$ cat src/rtl/cm_pkg.sv
package cm_pkg;
    typedef enum logic [1:0] {
        RG_FIXED = 2'd0,
        RG_BANK  = 2'd1,
        RG_CTRL  = 2'd2
    } region_e;

    // Register offsets inside the control region (decoded by the bench too)
    localparam int OFS_BANK = 0;
    localparam int OFS_EEP  = 1;
endpackage

$ cat src/rtl/cm_sync.sv
module cm_sync #(
    parameter int               WIDTH   = 1,
    parameter int               STAGES  = 2,
    parameter logic [WIDTH-1:0] RST_VAL = '1
) (
    input  logic             clk,
    input  logic             rst_n,
    input  logic [WIDTH-1:0] din,
    output logic [WIDTH-1:0] dout
);
    logic [STAGES-1:0][WIDTH-1:0] sh_d, sh_q;

    always_comb begin
        sh_d[0] = din;
        for (int i = 1; i < STAGES; i++) sh_d[i] = sh_q[i-1];
    end

    always_ff @(posedge clk or negedge rst_n) begin
        if (!rst_n) sh_q <= {STAGES{RST_VAL}};
        else        sh_q <= sh_d;
    end

    assign dout = sh_q[STAGES-1];
endmodule

$ cat src/rtl/cm_decode.sv
module cm_decode import cm_pkg::*; #(
    parameter int ADDR_W = 15,
    parameter int SEL_N  = 4,
    parameter int ROM_AW = 18,
    parameter int BANK_W = 6
) (
    input  logic [ADDR_W-1:0] addr,
    input  logic [SEL_N-1:0]  sel_n,
    input  logic [BANK_W-1:0] bank,
    output logic              selected,
    output region_e           region,
    output logic [ROM_AW-1:0] rom_addr,
    output logic              rom_ce_n
);
    localparam int PAGE_W = ADDR_W - 3;

    always_comb begin
        selected = ~&sel_n;
        if (addr[ADDR_W-1:ADDR_W-2] != 2'b11) region = RG_FIXED;
        else if (addr[PAGE_W])                region = RG_CTRL;
        else                                  region = RG_BANK;

        unique case (region)
            RG_FIXED: rom_addr = ROM_AW'(addr);
            RG_BANK:  rom_addr = {bank, addr[PAGE_W-1:0]};
            default:  rom_addr = '0;
        endcase
        rom_ce_n = ~(selected && (region != RG_CTRL));
    end
endmodule

$ cat src/rtl/cm_regs.sv
module cm_regs import cm_pkg::*; #(
    parameter int PAGE_W = 12,
    parameter int BANK_W = 6,
    parameter int DATA_W = 8
) (
    input  logic              clk,
    input  logic              rst_n,
    input  logic              wr_n_s,
    input  logic              sda_s,
    input  logic              selected,
    input  region_e           region,
    input  logic [PAGE_W-1:0] addr_lo,
    input  logic [DATA_W-1:0] wdata,
    output logic [BANK_W-1:0] bank,
    output logic              scl,
    output logic              sda_rel,
    output logic [DATA_W-1:0] rdata
);
    typedef struct packed {
        logic [BANK_W-1:0] bank;
        logic              scl;
        logic              sda;
        logic              wr_prev;
    } st_t;

    st_t  st_d, st_q;
    logic take;

    always_comb begin
        st_d         = st_q;
        st_d.wr_prev = wr_n_s;
        take = st_q.wr_prev && !wr_n_s && selected && (region == RG_CTRL);
        if (take) begin
            if (addr_lo == PAGE_W'(OFS_BANK)) st_d.bank = wdata[BANK_W-1:0];
            if (addr_lo == PAGE_W'(OFS_EEP)) begin
                st_d.scl = wdata[0];
                st_d.sda = wdata[1];
            end
        end

        if (addr_lo == PAGE_W'(OFS_BANK))     rdata = DATA_W'(st_q.bank);
        else if (addr_lo == PAGE_W'(OFS_EEP)) rdata = {{(DATA_W-2){1'b1}}, sda_s, st_q.scl};
        else                                  rdata = '1;
    end

    always_ff @(posedge clk or negedge rst_n) begin
        if (!rst_n) st_q <= '{bank: '0, scl: 1'b1, sda: 1'b1, wr_prev: 1'b1};
        else        st_q <= st_d;
    end

    assign bank    = st_q.bank;
    assign scl     = st_q.scl;
    assign sda_rel = st_q.sda;

    AST_ONE_TAKE: assert property (@(posedge clk) disable iff (!rst_n)
        take |=> !take);
    AST_BANK_HELD: assert property (@(posedge clk) disable iff (!rst_n)
        !take |=> $stable(st_q.bank) && $stable(st_q.scl) && $stable(st_q.sda));
    AST_HIGH_IGNORED: assert property (@(posedge clk) disable iff (!rst_n)
        (take && addr_lo > PAGE_W'(OFS_EEP)) |=> $stable(st_q.bank) && $stable(st_q.scl) && $stable(st_q.sda));
endmodule

$ cat src/rtl/cart_mapper.sv
module cart_mapper import cm_pkg::*; #(
    parameter int ADDR_W      = 15,
    parameter int DATA_W      = 8,
    parameter int SEL_N       = 4,
    parameter int ROM_AW      = 18,
    parameter int SYNC_STAGES = 2
) (
    input  logic              clk,
    input  logic              rst_n,
    input  logic [ADDR_W-1:0] cart_addr,
    input  logic [DATA_W-1:0] cart_data_in,
    output logic [DATA_W-1:0] cart_data_out,
    output logic              cart_data_oe,
    input  logic [SEL_N-1:0]  sel_n,
    input  logic              rd_n,
    input  logic              wr_n,
    output logic [ROM_AW-1:0] rom_addr,
    output logic              rom_ce_n,
    output logic              eep_scl,
    output logic              eep_sda_low,
    input  logic              eep_sda_in
);
    localparam int PAGE_W  = ADDR_W - 3;
    localparam int BANK_W  = ROM_AW - PAGE_W;
    localparam int FIX_TOP = 3 << (ADDR_W - 2);
    localparam int CTL_BOT = 7 << (ADDR_W - 3);

    logic              selected;
    region_e           region;
    logic [BANK_W-1:0] bank;
    logic              sda_rel;
    logic [1:0]        sync_out;

    cm_sync #(.WIDTH(2), .STAGES(SYNC_STAGES), .RST_VAL(2'b11)) u_sync (
        .clk(clk), .rst_n(rst_n), .din({wr_n, eep_sda_in}), .dout(sync_out)
    );

    cm_decode #(.ADDR_W(ADDR_W), .SEL_N(SEL_N), .ROM_AW(ROM_AW), .BANK_W(BANK_W)) u_dec (
        .addr(cart_addr), .sel_n(sel_n), .bank(bank), .selected(selected),
        .region(region), .rom_addr(rom_addr), .rom_ce_n(rom_ce_n)
    );

    cm_regs #(.PAGE_W(PAGE_W), .BANK_W(BANK_W), .DATA_W(DATA_W)) u_regs (
        .clk(clk), .rst_n(rst_n), .wr_n_s(sync_out[1]), .sda_s(sync_out[0]),
        .selected(selected), .region(region), .addr_lo(cart_addr[PAGE_W-1:0]),
        .wdata(cart_data_in), .bank(bank), .scl(eep_scl), .sda_rel(sda_rel),
        .rdata(cart_data_out)
    );

    assign cart_data_oe = selected && !rd_n && (region == RG_CTRL);
    assign eep_sda_low  = ~sda_rel;

    AST_UNSEL_QUIET: assert property (@(posedge clk) disable iff (!rst_n)
        (&sel_n) |-> rom_ce_n && !cart_data_oe);
    AST_FIXED_PASS: assert property (@(posedge clk) disable iff (!rst_n)
        (!(&sel_n) && int'(cart_addr) < FIX_TOP) |-> !rom_ce_n && rom_addr == ROM_AW'(cart_addr));
    AST_BANK_WINDOW: assert property (@(posedge clk) disable iff (!rst_n)
        (!(&sel_n) && int'(cart_addr) >= FIX_TOP && int'(cart_addr) < CTL_BOT)
            |-> rom_addr[ROM_AW-1:PAGE_W] == bank);
    AST_CTRL_NO_ROM: assert property (@(posedge clk) disable iff (!rst_n)
        (int'(cart_addr) >= CTL_BOT) |-> rom_ce_n);
    AST_BUS_IDLE: assert property (@(posedge clk) disable iff (!rst_n)
        rd_n |-> !cart_data_oe);
endmodule

$ cat config.mk
export PLATFORM = sky130hd
export DESIGN_NAME = cart_mapper
export DESIGN_NICKNAME = d
export VERILOG_FILES = /design/src/rtl/cm_pkg.sv /design/src/rtl/cm_sync.sv /design/src/rtl/cm_decode.sv /design/src/rtl/cm_regs.sv /design/src/rtl/cart_mapper.sv
export SDC_FILE = /design/constraint.sdc
export NUM_CORES = 1
export LEC_CHECK = 0
export BUFFER_PORTS_ARGS = -buffer_cell sky130_fd_sc_hd__buf_2
export CORE_ASPECT_RATIO = 0.7
export CORE_MARGIN = 3
export CORE_UTILIZATION = 34
export CTS_CLUSTER_DIAMETER = 50
export DETAILED_ROUTE_END_ITERATION = 8
export PLACE_DENSITY = 0.78
export RECOVER_POWER = 100
export SYNTH_ARGS = -nofsm -noshare
export SYNTH_HDL_FRONTEND = slang
export SYNTH_SLANG_ARGS = --single-unit
$ cat constraint.sdc
create_clock -name clk -period 1.75 [get_ports clk]
set_input_delay 0.0875 -clock clk [delete_from_list [all_inputs] [get_ports clk]]
set_output_delay 0.0875 -clock clk [all_outputs]
set_load 0.05 [all_outputs]
Word-level counts from Yosys, hierarchy flattened
Index checks and enable logic that the tools add are counted.
- register bits after elaboration: 13
- bits of input ports: 32
- output and inout port bits: 30
- word-level logic and storage cells: 32
- eq/ne operators: 5
- multiplexer cells: 5
- bitwise logic cells: 2
- reductions and logical operators: 14
- operator list (cell ; number):
    18-bit one-hot mux with 2 select lines ; 1
    12-bit by 1-bit == test with 1-bit output, second input constant ; 1
    12-bit zero test ; 1
    8-bit two-way mux ; 1
    1-bit logical AND ; 6
    2-bit two-way mux ; 3
    2-bit != test, second input constant ; 2
    2-bit AND reduction ; 2
    4-bit AND reduction ; 1
    1-bit zero test ; 3
    2-bit by 1-bit == test with 1-bit output, second input constant ; 1
    2-bit == test, second input constant ; 1
    2-bit zero test ; 1
    1-bit inverter ; 2

Depth between registers and ports, before layout
- word-level depth: 5
- gate-level depth with buffers: 5

Modules after synthesis
Synthesis repeated with hierarchy kept, for this count alone.
- cells, all modules: 74
- area total of the unflattened synthesis: 903.4 um^2
- by module, submodules not included (module ; instances ; cells each ; area an instance (um^2)):
    cm_regs ; 1 ; 39 ; 559.3
    cm_decode ; 1 ; 29 ; 222.7
    cm_sync ; 1 ; 4 ; 105.1
    cart_mapper ; 1 ; 2 ; 16.3

Least setup slack after synthesis
No wires, ideal clock.
- path type: flip-flop to flip-flop
- start point: reg u_regs.st_q[0] (netlist name)
- end point: reg u_regs.st_q, in the netlist u_regs.bank[0]
- library setup time: 125 ps
- arrival time: 1696 ps
- required time: 1625 ps
- setup slack: -71 ps
- cell stages (with the launch flop): 5
- path buffers: 0
- clock period less this slack: 1821 ps
- cell sequence: dfstp_2 inv_1 or4b_4 nor4_4 mux2_2
- word-level cells in the longest chain between the ends: 4
- RTL lines (element ; line ; source):
    start, declared ; cm_regs.sv:26 ; st_t st_d, st_q;
    start signal, assigned ; cm_regs.sv:47 ; if (!rst_n) st_q <= '{bank: '0, scl: 1'b1, sda: 1'b1, wr_prev: 1'b1};
    start signal, assigned ; cm_regs.sv:48 ; else st_q <= st_d;
    1-bit logical AND (3 in a row) ; cm_regs.sv:32 ; take = st_q.wr_prev && !wr_n_s && selected && (region == RG_CTRL);
    2-bit AND reduction (no source line) ; -- ;
No other way between the ends.
A chain may end at the register's enable or synchronous reset.

Worst setup path in the final report
- start point: reg u_regs.st_q[0] (netlist name)
- end point: reg u_regs.st_q, in the netlist u_regs.bank[2]
Same word-level chain as after synthesis.

==> impl_summary.md <==
Yosys
The synthesized design contains 0 enable-type register cells. The Yosys step of the flow raised 0 warnings. After synthesis the netlist holds a flip-flop and latch count of 13. Sequential cells were found to cover 44.4% of the synthesized design area. In this run the cell area of the synthesized design comes to 752 µm².

A synthesized cell averages 10.4 µm². The number of library cell types mapped by synthesis is 22. In the synthesized netlist the dominant register cell turns out to be sky130_fd_sc_hd__dfstp_2.

The synthesized netlist net count is 104. The share of flip-flops with an asynchronous set or reset after synthesis is 100%. The synthesized instance count is 72.

Pwr
In this run the power density over the cells is 587 mW/mm². The net switching power of the design is 0.000225 W. The proportion of power drawn by the clock network is 25.9%.

The power consumption is 0.000679 W. For this design the static power due to leakage is 0.520 nW. The maximum ir drop on the vdd rail is 0.323 mV. The part of the power in combinational logic is 27.8%. The power share of the sequential group is 46.2%. The total internal power is 0.000454 W. In this run switching power makes up 33.2% of total power.

STA
Setup repair after global routing could not meet its margin everywhere. In this run the tightest slew margin relative to its limit is 55.1%. For the pin with the worst max-slew slack, the measured transition is 673 ps. Hold timing on the final database bottoms out at a slack of 58.0 ps. Summed over all failing endpoints, the final setup total negative slack is -871 ps.

The hold violation total from the final report is 0. The clock skew is 8.07 ps. The upper clock frequency limit is 0.531 GHz. The share of the clock period used by the worst path is 108%. The final-report max-slew violation count is 0. The final critical path time including I/O delays and setup is 1880 ps. The worst path setup slack after routing is -132 ps. Setup violations remaining at the end of the flow were counted as 8.

Setup path
The critical-path maximum fanout is 6. The worst register-to-register path ends at u_regs.bank[2]$_DFFE_PN0P_. The startpoint identified for the worst register-to-register timing path is u_regs.st_q[0]$_DFF_PN1_.

The worst setup path is launched from a flip-flop. The required time at the worst-slack endpoint is 1900 ps. Data arrives at the worst endpoint at 2030 ps. The path type of the worst setup path is flip-flop to flip-flop.

The slowest cell on the critical path is sky130_fd_sc_hd__dfstp_2. The setup slack on the worst flop-to-flop path is -130 ps. The depth of the worst register-to-register path is 5.

The type of destination of the critical path is a flip-flop. In this design, the stage delay of the slowest critical-path cell is 530 ps. Traced cell by cell, the critical path runs through inv_2 -> or4b_4 -> nor4_4 -> buf_4 -> mux2_2.

Hold path
The start point of the worst min-delay path is cart_data_in[4]. The endpoint of the worst hold-timing path is u_regs.bank[4]$_DFFE_PN0P_. The min-delay analysis places its worst path in the category input pin to flip-flop.

The cell depth of the worst hold path is 2.

Routing
Summed over all layers, the routed wires come to 2150 µm. The final route contains 792 vias. After detailed routing, the average wire length per cell comes to 12.6 µm.

The residual DRC count is 0. The first detailed-routing pass took 4 iterations. The count of nets left with antenna violations once routing finished came out at 0. After detailed routing, the number of vias per cell comes to 4.63.

For this block, the initial DRC count from the detailed router was 27.

Clocking
Clock tree synthesis selected as its root buffer the cell sky130_fd_sc_hd__clkbuf_4. The TritonCTS sink count is 13. Counting along the longest clock path gives a buffer depth of 2. Counting the buffers created by CTS gives 3. The clock-pin slew on the worst setup and hold paths is 80 ps. The clock tree from TritonCTS is done. The clock insertion delay at the later pin of the skew report is 270 ps. CTS built an H-tree with a depth of 1.

Global routing
The first global-routing pass estimated 3280 µm of wire. After global routing the overflow that remains totals 0. Global routing used 14.7% of the available tracks across all layers. The number of global-route vias before repair is 784.

The initial antenna violation count is 0. Entering global routing, the biggest net connects 15 pins.

Floorplan
The die is 62.2 µm wide. 62 I/O pins were placed. The die covers 0.00282 mm². The area of the core is 0.00197 mm². In this run the vertical extent of the chip is 45.3 µm.

The number of placement rows is 13. Once the floorplan was initialized, standard cells occupied 38.2% of the core.

Layout
The layout has 178 filler cells. After the last flow step, the layout net total stands at 174. The layout overhead on the synthesized area is 53.9%. The number of antenna repair diodes is 0. Leaving out fill and tap cells, the most frequent cell in the layout is sky130_fd_sc_hd__buf_2.

The fraction of final layout cells sized beyond drive strength 1 is 45.4%. In the layout the commonest cells are 31 x sky130_fd_sc_hd__buf_2, 25 x sky130_fd_sc_hd__clkbuf_1, 12 x sky130_fd_sc_hd__and2_1.

Status
The flow ran to the end, but the final reports show violations. The checks that failed: setup timing.

Placement
The pre-CTS setup slack is -114 ps. The count of buffers added on input and output ports is 59. The detailed-placement wirelength estimate is 1800 µm. The final weighted congestion of routability-driven global placement is 0.702.

Job
The tool flagged a number of max-cap violations equal to 0.
-- layer usage --
layer  wire length (µm)  part of all wire [%]  up-vias  global-route usage [%]
met4                  8                  0.37        0                    6.17
met2               1120                    52       29                    28.0
met1                856                    40      373                    15.2
li1                   -                     -      388                       -
met5                  0                     0        -                       0
met3                162                   7.5        2                    5.22
-- worst max-delay path by stage --
stage / slack [ps] / cells past startpoint / start / end
floorplan: -70 / 4 / u_regs.st_q[0]$_DFF_PN1_ / u_regs.bank[0]$_DFFE_PN0P_
global placement: -60 / 5 / u_regs.st_q[0]$_DFF_PN1_ / u_regs.bank[3]$_DFFE_PN0P_
detailed placement: -110 / 5 / u_regs.st_q[0]$_DFF_PN1_ / u_regs.bank[5]$_DFFE_PN0P_
CTS: -140 / 5 / u_regs.st_q[0]$_DFF_PN1_ / u_regs.bank[3]$_DFFE_PN0P_
global route: -180 / 5 / u_regs.st_q[0]$_DFF_PN1_ / u_regs.bank[2]$_DFFE_PN0P_
finish: -130 / 5 / u_regs.st_q[0]$_DFF_PN1_ / u_regs.bank[2]$_DFFE_PN0P_
-- cell type report --
cell class	count	area (µm²)	share of cell area [%]
clock buffers	4	26.3	2.27
repair buffers	67	330	28.5
flip-flops and latches	13	334	28.9
multi-input cells	53	414	35.8
inverters	4	15.0	1.30
well taps	30	37.5	3.24
-- critical path, delay by kind of cell, from the launching register on --
kind,cells,cell delay (ps)
flops,1,530
simple gates,2,670
buf+inv,2,220
mux,1,330
-- what timing repair did --
item / 4_1_cts / 5_1_grt
hold buffers: 3 / 0
endpoints found under the setup margin: 8 / 8
endpoints found under the hold margin: 15 / 0
buffers inserted: 0 / 1
resized for setup: 1 / 5
-- Yosys cell counts (2+ instances only) --
cell / number / area [µm²]
sky130_fd_sc_hd__and2_1: 12 / 75.1
sky130_fd_sc_hd__mux2_2: 8 / 90.1
sky130_fd_sc_hd__dfstp_2: 7 / 184
sky130_fd_sc_hd__nand2b_1: 7 / 43.8
sky130_fd_sc_hd__dfrtp_1: 6 / 150
sky130_fd_sc_hd__nand2_1: 5 / 18.8
sky130_fd_sc_hd__inv_1: 4 / 15.0
sky130_fd_sc_hd__nor3b_1: 4 / 30.0
sky130_fd_sc_hd__nor3_1: 3 / 15.0
sky130_fd_sc_hd__a21boi_0: 2 / 15.0
sky130_fd_sc_hd__nor2_1: 2 / 7.51
sky130_fd_sc_hd__o22a_1: 2 / 17.5
-- power groups by stage --
stage / Clock [W] / Combinational, W / Sequential (W)
2_1_floorplan: 0 / 0.000115 / 0.000318
3_3_place_gp: 0 / 0.000186 / 0.000318
3_5_place_dp: 0 / 0.000190 / 0.000319
4_1_cts: 0.000187 / 0.000195 / 0.000313
5_1_grt: 0.000194 / 0.000201 / 0.000315
6_report: 0.000176 / 0.000189 / 0.000314
-- metrics by stage --
stage / utilization (%) / instances / area (µm²)
after floorplan: - / 72 / 752
after global placement: 56.5 / 164 / 1110
after detailed placement: 56.5 / 164 / 1110
after CTS: 59.5 / 171 / 1170
after global routing: 58.8 / 171 / 1160
final: 58.8 / 171 / 1160
-- flip-flops by register name (all words and copies together), names as in the netlist --
name	flops
u_regs.bank	6
u_regs.scl	1
u_regs.sda_rel	1
u_regs.st_q	1
u_sync.dout	2
u_sync.sh_d	2
-- cells by family (layout without fill, tap and decap cells) --
group                  count (synthesis)  in the layout  share of synthesized area (%)
buffers and inverters                  6             75                           3.49
DFF                                   13             13                           44.4
AOI/OAI and AO/OA                      5              5                           4.99
and+or+nand+nor                       40             40                           35.1
muxes                                  8              8                           12.0
Note: power is estimated with default switching activity, not from simulation.
